$ cat config.mk
export PLATFORM = sky130hd
export DESIGN_NAME = vsi_intr_view
export DESIGN_NICKNAME = d
export VERILOG_FILES = /design/src/rtl/vsi_pkg.sv /design/src/rtl/vsi_legal_check.sv /design/src/rtl/vsi_hdeleg_reg.sv /design/src/rtl/vsi_remap.sv /design/src/rtl/vsi_intr_view.sv
export SDC_FILE = /design/constraint.sdc
export NUM_CORES = 1
export LEC_CHECK = 0
export BUFFER_PORTS_ARGS = -buffer_cell sky130_fd_sc_hd__buf_4
export CAP_MARGIN = 30
export CORE_AREA = 2 2 180 182
export CTS_BUF_LIST = sky130_fd_sc_hd__clkbuf_2
export DETAILED_ROUTE_END_ITERATION = 7
export DIE_AREA = 0 0 182 184
export REMOVE_ABC_BUFFERS = 1
export SETUP_SLACK_MARGIN = 0.5
export SLEW_MARGIN = 20
export SYNTH_ARGS = -nofsm -noshare
export SYNTH_HDL_FRONTEND = slang
export SYNTH_SLANG_ARGS = --single-unit
$ cat constraint.sdc
create_clock -name clk -period 2.8 [get_ports clk]
set_input_delay 0.56 -clock clk [delete_from_list [all_inputs] [get_ports clk]]
set_output_delay 0.56 -clock clk [all_outputs]
set_load 0.05 [all_outputs]
$ cat src/rtl/vsi_pkg.sv
package vsi_pkg;

  localparam int unsigned DW   = 64;
  localparam int unsigned HW   = DW / 2;
  localparam int unsigned VW   = 3;

  typedef enum logic [VW-1:0] {
    VIEW_S_IE    = 3'd0,
    VIEW_S_IP    = 3'd1,
    VIEW_VS_IE   = 3'd2,
    VIEW_VS_IP   = 3'd3,
    VIEW_H_DELEG = 3'd4,
    VIEW_H_VIP   = 3'd5,
    VIEW_H_IE    = 3'd6
  } view_e;

  localparam logic SEL_EN = 1'b0;
  localparam logic SEL_PD = 1'b1;

  // Interrupt sets in machine bit numbering.
  localparam logic [DW-1:0] SUP_SET   = 64'h0000_0000_0000_0222;
  localparam logic [DW-1:0] GST_SET   = 64'h0000_0000_0000_0444;
  localparam logic [DW-1:0] HYP_SET   = 64'h0000_0000_0000_1444;
  localparam logic [DW-1:0] SUP_PD_WR = 64'h0000_0000_0000_0002;
  localparam logic [DW-1:0] GST_PD_WR = 64'h0000_0000_0000_0004;
  localparam logic [DW-1:0] HYP_PD_WR = 64'h0000_0000_0000_0444;

  // Guest numbering to machine numbering: supervisor slots move up one.
  function automatic logic [DW-1:0] lift_sup(input logic [DW-1:0] x);
    return (x & ~SUP_SET) | ((x & SUP_SET) << 1);
  endfunction

  // Machine numbering to guest numbering: guest slots move down one.
  function automatic logic [DW-1:0] drop_gst(input logic [DW-1:0] x);
    return (x & ~GST_SET) | ((x & GST_SET) >> 1);
  endfunction

endpackage

$ cat src/rtl/vsi_legal_check.sv
module vsi_legal_check
  import vsi_pkg::*;
(
  input  logic [VW-1:0] view,
  input  logic          high,
  input  logic          hart32,
  input  logic          aia_en,
  input  logic          hyp_ok,
  output logic          legal
);

  logic is_sup;
  logic is_hyp_side;
  logic high_ok;
  logic known;

  always_comb begin
    is_sup      = (view == VIEW_S_IE) || (view == VIEW_S_IP);
    known       = (view <= VIEW_H_IE);
    is_hyp_side = known && !is_sup;
    high_ok     = hart32 && aia_en && (view != VIEW_H_IE);
    legal       = known;
    if (is_hyp_side && !hyp_ok) legal = 1'b0;
    if (high && !high_ok)       legal = 1'b0;
  end

endmodule

$ cat src/rtl/vsi_hdeleg_reg.sv
module vsi_hdeleg_reg
  import vsi_pkg::*;
#(
  parameter logic [DW-1:0] KEEP = GST_SET
) (
  input  logic          clk,
  input  logic          rst,
  input  logic          we,
  input  logic [DW-1:0] wdata,
  input  logic [DW-1:0] wmask,
  output logic [DW-1:0] q
);

  logic [DW-1:0] eff_mask;

  always_comb eff_mask = wmask & KEEP;

  always_ff @(posedge clk) begin
    if (rst)     q <= '0;
    else if (we) q <= (q & ~eff_mask) | (wdata & eff_mask);
  end


  stored_gst_only_chk: assert property (@(posedge clk) disable iff (rst)
    (q & ~KEEP) == '0);

endmodule

$ cat src/rtl/vsi_remap.sv
module vsi_remap
  import vsi_pkg::*;
(
  input  logic [VW-1:0] view,
  input  logic          high,
  input  logic          virt,
  input  logic [DW-1:0] hdeleg,
  input  logic [DW-1:0] mdeleg,
  input  logic [DW-1:0] wdata,
  input  logic [DW-1:0] wmask,
  input  logic [DW-1:0] old_val,
  output logic          use_store,
  output logic          sel,
  output logic [DW-1:0] fwd_wdata,
  output logic [DW-1:0] fwd_wmask,
  output logic [DW-1:0] hd_wmask,
  output logic [DW-1:0] ret_val
);

  logic [DW-1:0] d64, m64, dl, ml;
  logic [DW-1:0] gie_set, gip_set, sup_rd;
  logic [DW-1:0] res;
  logic          gst_path, gst_pend;

  always_comb begin
    d64     = high ? {wdata[HW-1:0], {HW{1'b0}}} : wdata;
    m64     = high ? {wmask[HW-1:0], {HW{1'b0}}} : wmask;
    dl      = lift_sup(d64);
    ml      = lift_sup(m64);
    gie_set = hdeleg & GST_SET;
    gip_set = hdeleg & GST_PD_WR;
    sup_rd  = mdeleg & SUP_SET;

    use_store = 1'b1;
    sel       = SEL_EN;
    fwd_wdata = d64;
    fwd_wmask = '0;
    hd_wmask  = '0;
    res       = '0;
    gst_path  = 1'b0;
    gst_pend  = 1'b0;

    unique case (view_e'(view))
      VIEW_S_IE: begin
        if (virt) gst_path = 1'b1;
        else begin
          fwd_wmask = m64 & sup_rd;
          res       = old_val & sup_rd;
        end
      end
      VIEW_S_IP: begin
        sel = SEL_PD;
        if (virt) begin
          gst_path = 1'b1;
          gst_pend = 1'b1;
        end else begin
          fwd_wmask = m64 & mdeleg & SUP_PD_WR;
          res       = old_val & sup_rd;
        end
      end
      VIEW_VS_IE: gst_path = 1'b1;
      VIEW_VS_IP: begin
        sel      = SEL_PD;
        gst_path = 1'b1;
        gst_pend = 1'b1;
      end
      VIEW_H_DELEG: begin
        use_store = 1'b0;
        hd_wmask  = m64 & GST_SET;
        res       = hdeleg & GST_SET;
      end
      VIEW_H_VIP: begin
        sel       = SEL_PD;
        fwd_wmask = m64 & HYP_PD_WR;
        res       = old_val & GST_SET;
      end
      VIEW_H_IE: begin
        fwd_wmask = m64 & HYP_SET;
        res       = old_val & HYP_SET;
      end
      default: use_store = 1'b0;
    endcase

    if (gst_path) begin
      fwd_wdata = dl;
      if (gst_pend) begin
        fwd_wmask = ml & gip_set;
        res       = drop_gst(old_val & gip_set);
      end else begin
        fwd_wmask = ml & gie_set;
        res       = drop_gst(old_val & gie_set);
      end
      if (view == VIEW_S_IE || view == VIEW_S_IP) res = res & sup_rd;
    end

    ret_val = high ? {{HW{1'b0}}, res[DW-1:HW]} : res;
  end

endmodule

$ cat src/rtl/vsi_intr_view.sv
module vsi_intr_view
  import vsi_pkg::*;
(
  input  logic          clk,
  input  logic          rst,
  input  logic          req_valid,
  input  logic [2:0]    req_view,
  input  logic          req_high,
  input  logic [63:0]   req_wdata,
  input  logic [63:0]   req_wmask,
  input  logic          virt_mode,
  input  logic          hart32,
  input  logic          aia_en,
  input  logic          hyp_ok,
  input  logic [63:0]   m_deleg,
  output logic          m_req,
  output logic          m_sel,
  output logic [63:0]   m_wdata,
  output logic [63:0]   m_wmask,
  input  logic [63:0]   m_rdata,
  output logic          rsp_valid,
  output logic          rsp_illegal,
  output logic [63:0]   rsp_rdata
);

  logic          legal;
  logic          accept;
  logic          use_store;
  logic          sel_c;
  logic [DW-1:0] fwd_wdata, fwd_wmask, hd_wmask, ret_val, hdeleg_q;
  logic          hd_we;

  vsi_legal_check u_legal (
    .view   (req_view),
    .high   (req_high),
    .hart32 (hart32),
    .aia_en (aia_en),
    .hyp_ok (hyp_ok),
    .legal  (legal)
  );

  vsi_remap u_remap (
    .view      (req_view),
    .high      (req_high),
    .virt      (virt_mode),
    .hdeleg    (hdeleg_q),
    .mdeleg    (m_deleg),
    .wdata     (req_wdata),
    .wmask     (req_wmask),
    .old_val   (m_rdata),
    .use_store (use_store),
    .sel       (sel_c),
    .fwd_wdata (fwd_wdata),
    .fwd_wmask (fwd_wmask),
    .hd_wmask  (hd_wmask),
    .ret_val   (ret_val)
  );

  always_comb begin
    accept  = req_valid && legal;
    hd_we   = accept && (req_view == VIEW_H_DELEG);
    m_req   = accept && use_store;
    m_sel   = m_req ? sel_c : 1'b0;
    m_wdata = m_req ? fwd_wdata : '0;
    m_wmask = m_req ? fwd_wmask : '0;
  end

  vsi_hdeleg_reg #(.KEEP(GST_SET)) u_hdeleg (
    .clk   (clk),
    .rst   (rst),
    .we    (hd_we),
    .wdata (req_high ? {req_wdata[HW-1:0], {HW{1'b0}}} : req_wdata),
    .wmask (hd_wmask),
    .q     (hdeleg_q)
  );

  always_ff @(posedge clk) begin
    if (rst) begin
      rsp_valid   <= 1'b0;
      rsp_illegal <= 1'b0;
      rsp_rdata   <= '0;
    end else begin
      rsp_valid   <= req_valid;
      rsp_illegal <= req_valid && !legal;
      rsp_rdata   <= accept ? ret_val : '0;
    end
  end


  reset_clear_chk: assert property (@(posedge clk)
    rst |=> (!rsp_valid && !rsp_illegal && rsp_rdata == '0));


  rsp_follows_req_chk: assert property (@(posedge clk) disable iff (rst)
    req_valid |=> rsp_valid);


  rsp_idle_chk: assert property (@(posedge clk) disable iff (rst)
    !req_valid |=> !rsp_valid);


  illegal_no_fwd_chk: assert property (@(posedge clk) disable iff (rst)
    rsp_illegal |-> ($past(!m_req) && rsp_rdata == '0));


  gst_ie_mask_chk: assert property (@(posedge clk) disable iff (rst)
    (m_req && req_view == VIEW_VS_IE) |-> (m_wmask & ~(hdeleg_q & GST_SET)) == '0);


  hyp_ie_mask_chk: assert property (@(posedge clk) disable iff (rst)
    (m_req && req_view == VIEW_H_IE) |-> (m_wmask & ~HYP_SET) == '0);


  hyp_vip_mask_chk: assert property (@(posedge clk) disable iff (rst)
    (m_req && req_view == VIEW_H_VIP) |-> (m_sel && (m_wmask & ~HYP_PD_WR) == '0));

endmodule

Yosys cells after proc, flatten, opt, wreduce, memory -nomap -nowiden
Index checks and enable logic that the tools add are counted.

Bitwise gates (word level): 17. Add/sub/neg operators: 0. Equal/unequal tests: 7. Shifts and indexed selects: 0. Muxes and demuxes: 26. Reduce and logical (&&, ||, !) cells: 21. Multipliers: 0. Div/mod/pow operators: 0. Order comparisons: 1.

Operators by type and width (number): $mux 64 (13); $pmux 64 s4 (2); $and 64x10->64 (3); $and 64x11->64 (3); $and 64x3->64 (2); $or 64x10->64 (2); $or 64x11->64 (2); $and 64x64->64 (1); $not 11->64 (1); $or 64x64->64 (1); $mux 32 (1); $mux 11 (1); $eq 3x3->1 const B (3); $logic_and 1x1->1 (9); $eq 3x2->1 const B (2); $mux 1 (6); $reduce_or 2->1 (3); $reduce_or 3->1 (2); $reduce_or 6->1 (1); $logic_not 1->1 (4); $pmux 1 s2 (2); $eq 3x1->1 const B (1); $le 3x3->1 const B (1); $logic_not 3->1 (1); 5 further kinds (5).

Latch bits: 0. Memory bits (read-only): 0. Logic and storage cells: 77. Bits in writable memories: 0. Register bits after elaboration: 130. Output and inout bits: 196. Memories kept: 0. Input bits: 267.

Longest topological paths before layout
Depth after elaboration: 10. Gate-level depth with buffers: 7. Depth with buffers taken out: 3.

By module
A second synthesis with hierarchy kept.

Cell total of the unflattened synthesis: 753. Area, all modules: 6234.7 um2.

By module, submodules not included: vsi_intr_view (cells an instance 357, instances 1, area each 3285.7 um2, sequential area each 1321.3 um2); vsi_remap (cells an instance 318, instances 1, area each 2327.2 um2, sequential area each 0.0 um2); vsi_hdeleg_reg (cells an instance 74, instances 1, area each 585.6 um2, sequential area each 60.1 um2); vsi_legal_check (cells an instance 4, instances 1, area each 36.3 um2, sequential area each 0.0 um2).

Least setup slack after synthesis
Ideal clock, no wire load.

Path kind: input-to-output. Start point: input port hyp_ok. End point: output port m_wdata[54]. Data required time: 2.240 ns. Slack: -0.215 ns. Arrival time: 2.455 ns. Stages: 7. Path buffers: 4. Path through: buf_4 -> nand2_1 -> a21o_1 -> buf_6 -> buf_6 -> buf_6 -> a211oi_1.

Word-level cells in the longest chain between the ends: 7.

Ends and longest elaborated chain: from (decl) (line vsi_intr_view.sv:14) `input logic hyp_ok,`; $logic_not 1->1 (line vsi_legal_check.sv:23) `if (is_hyp_side && !hyp_ok) legal = 1'b0;`; $logic_and 1x1->1 (line vsi_legal_check.sv:23); $mux 1 (line vsi_legal_check.sv:23); $mux 1 (line vsi_legal_check.sv:24) `if (high && !high_ok) legal = 1'b0;`; $logic_and 1x1->1 (line vsi_intr_view.sv:60) `accept = req_valid && legal;`; $logic_and 1x1->1 (line vsi_intr_view.sv:62) `m_req = accept && use_store;`; $mux 64 (line vsi_intr_view.sv:64) `m_wdata = m_req ? fwd_wdata : '0;`; to (decl) (line vsi_intr_view.sv:18) `output logic [63:0] m_wdata,`.

No other way between the ends.

Worst setup path in the final report
Start point: input port req_high. End point: output port m_wdata[50].

Word-level cells in the longest chain between the ends: 5. Elaborated cells on any way between the ends: 8. Classes of those cells: mux: 4; bitwise: 1; reduce/logical: 3.

Ends and longest elaborated chain: from (decl) (line vsi_intr_view.sv:8) `input logic req_high,`; $logic_and 1x1->1 (line vsi_legal_check.sv:24); $mux 1 (line vsi_legal_check.sv:24); $logic_and 1x1->1 (line vsi_intr_view.sv:60); $logic_and 1x1->1 (line vsi_intr_view.sv:62); $mux 64 * (line vsi_intr_view.sv:64).

Mark *: on every way between the ends. The rest lies on a longest branch, timed or not.

==> metrics <==
Power Dens Cells 263 nW/um^2; Seq cells post-synth 12; VDD IR-drop max 0.0910 mV; Setup CP Type input port to output port; Hold Fails Final Rpt 0; via count 3130; leakage 2.33 nW; maximum achievable frequency 0.422 GHz; top-area cell type share of the netlist area 31.1%; initial antenna violation count 1; global route overflow 0; crit-path leading delay family buffers and inverters; DRT Wirelength 14.2 mm; crit path max fanout 8; Final Wtd Congestion 0.767; Worst Skew 0.000639 ns; Switching Fraction 61.6%; synthesized instance count 370; Worst Path Buf+Inv 4; Clock transition at path regs 0.12 ns; Port Buffer Count 173; DR iter-0 viols 105; asr flop ratio synth 0%; Synth Warn # 0; clock sinks 12; IO Pins 463; most common cell after layout, fill and taps aside buf_4; post-synthesis sequential area ratio 8.58%; Num CTS Buffers 3; final instance area 5270 um^2; Top FF cell, synth dfxtp_1; DR vias/cell 3.29; clock group share of total power 6.6%; most frequent cells in the layout buf_4 (141), conb_1 (114), buf_6 (44), mux2i_1 (39), inv_1 (32); DRC 0; Synth area leader buf_4; placed cells 928; Netlist cell types 40; fin util 16.8%; post-DR wirelength/cell 14.9 um; root buffer cell clkbuf_2; DRT antenna net count 0; Final Max Slew Viols 0; Final Critical Period 2.37 ns; Worst-Skew Late Latency 0.27 ns; status finished clean; Final setup viols 0; Clock Path Buffers 2; synthesized area per cell 7.56 um^2; RSZ-0062 raised after global routing true; total track usage 7.18%; CP max stage delay 0.24 ns; synthesis-to-finish area growth 88.4%; Critical Path RT 2.24 ns; Die ar. 33500 um^2; Worst Slack Setup Final 0.428 ns; # rows 65; Synth area leaders buf_4 (31%), a211oi_1 (17%), mux2i_1 (14%); slowest CP cell a211oi_2; HP Class flop to flop; total core area 31400 um^2; CP Data Arrival Time 1.81 ns; max cap viols 0; final net count 818; largest net degree at the start of global routing 24; CTS tree yes; drt pass-1 iters 4; H-tree depth 1; initial core utilization 8.92%; fin crit share 84.7%; Sequential Power Share 12.5%; Int Power 0.532 mW; Placed Instance Area 4170 um^2; startpoint types input port; Comb power frac 80.8%; # diodes 0; Die W 182 um; ratio of cells with drive above 1 in the final layout 49.8%; number of synthesized flops with an enable pin 0; vias in the first global route 2909; chip height 184 um; dpl ws 0.140 ns; Cell Area, Synth 2800 um^2; Post-Layout Cell Count 952; first-pass GRT wire length 18.1 mm; switching power of the nets 0.854 mW; CP Cell Sequence buf_16 -> nor3b_4 -> o21ai_4 -> buf_12 -> clkbuf_16 -> a211oi_2 -> buf_4; endpoint type of the worst setup path output port; HPWL Detailed 9.77 mm
final timing paths:
kind              startpoint      endpoint  slack, ns  cells past startpoint
setup reg to reg        flop  rsp_rdata[5]       1.72                      3
setup / recovery    req_high   m_wdata[50]       0.43                      7
hold / removal          flop          flop       0.51                      2
hold reg to reg         flop          flop       0.51                      2
logic make-up after synthesis:
family	share of synthesized area, %
buffers and inverters	40.9
other	0.134
flip-flops	8.58
AO/OA/AOI/OAI	26.3
XOR/XNOR	0.313
AND/OR/NAND/NOR	9.74
multiplexers	13.9
through the flow:
step	power (mW)	setup TNS, ns	hold slack [ns]
floorplan	0.786	-31.88	0.456
global placement	1.08	0	0.474
detailed placement	1.08	0	0.485
CTS	1.29	0	0.504
global route	1.45	0	0.490
finish	1.39	0	0.510
metal layers:
layer  GRT usage (%)  vias up  wire, um  share of wire, %
li1                -     1425         -                 -
met3            1.13       16      1050               7.4
met1            8.08     1470      5440                38
met2            13.6      217      7350                52
met5               0        -        10             0.071
met4            2.52        2       331               2.3
tightest hold or removal path, delay by kind of cell (launching register included):
kind	cells	cell delay, ns
flip-flops	1	0.34
AND/OR/NAND/NOR	1	0.07
multiplexers	1	0.06
layout make-up:
cell class / count / area (um^2)
Clock buffer: 3 / 15.0
Inverter: 33 / 128
Fill cell: 3534 / 26100
Clock inverter: 1 / 3.75
Tap cell: 402 / 503
Sequential cell: 12 / 240
Multi-Input combinational cell: 293 / 2340
Timing Repair Buffer: 208 / 2050
cell usage after synthesis, drive strengths merged, types with 3 or more instances:
cell and n:
mux2i 39, buf 135, a221oi 3, o21ai 5, a211oi 62, a21oi 5, nand2 4, dfxtp 12
clkbuf 10, inv 33, nor2b 5, o211ai 3, nand3 5, nand2b 7, a2bb2oi 3, nor4 4
nor3 8, a2111oi 3, nor2 4
repair_timing:
item,in CTS,in global routing
buffers inserted,6,6
pin swaps,7,17
setup endpoints to repair,73,72
gates resized for setup,95,52
hold buffers,0,0
gates cloned,3,5
power by group through the flow:
| stage | logic, mW | clock network [mW] | registers, mW |
|---|---|---|---|
| after floorplan | 0.602 | 0 | 0.184 |
| after global placement | 0.900 | 0 | 0.177 |
| after detailed placement | 0.903 | 0 | 0.178 |
| after CTS | 1.02 | 0.0928 | 0.174 |
| after global routing | 1.17 | 0.104 | 0.174 |
| final | 1.12 | 0.0918 | 0.174 |
(Power assumes the default switching activity.)
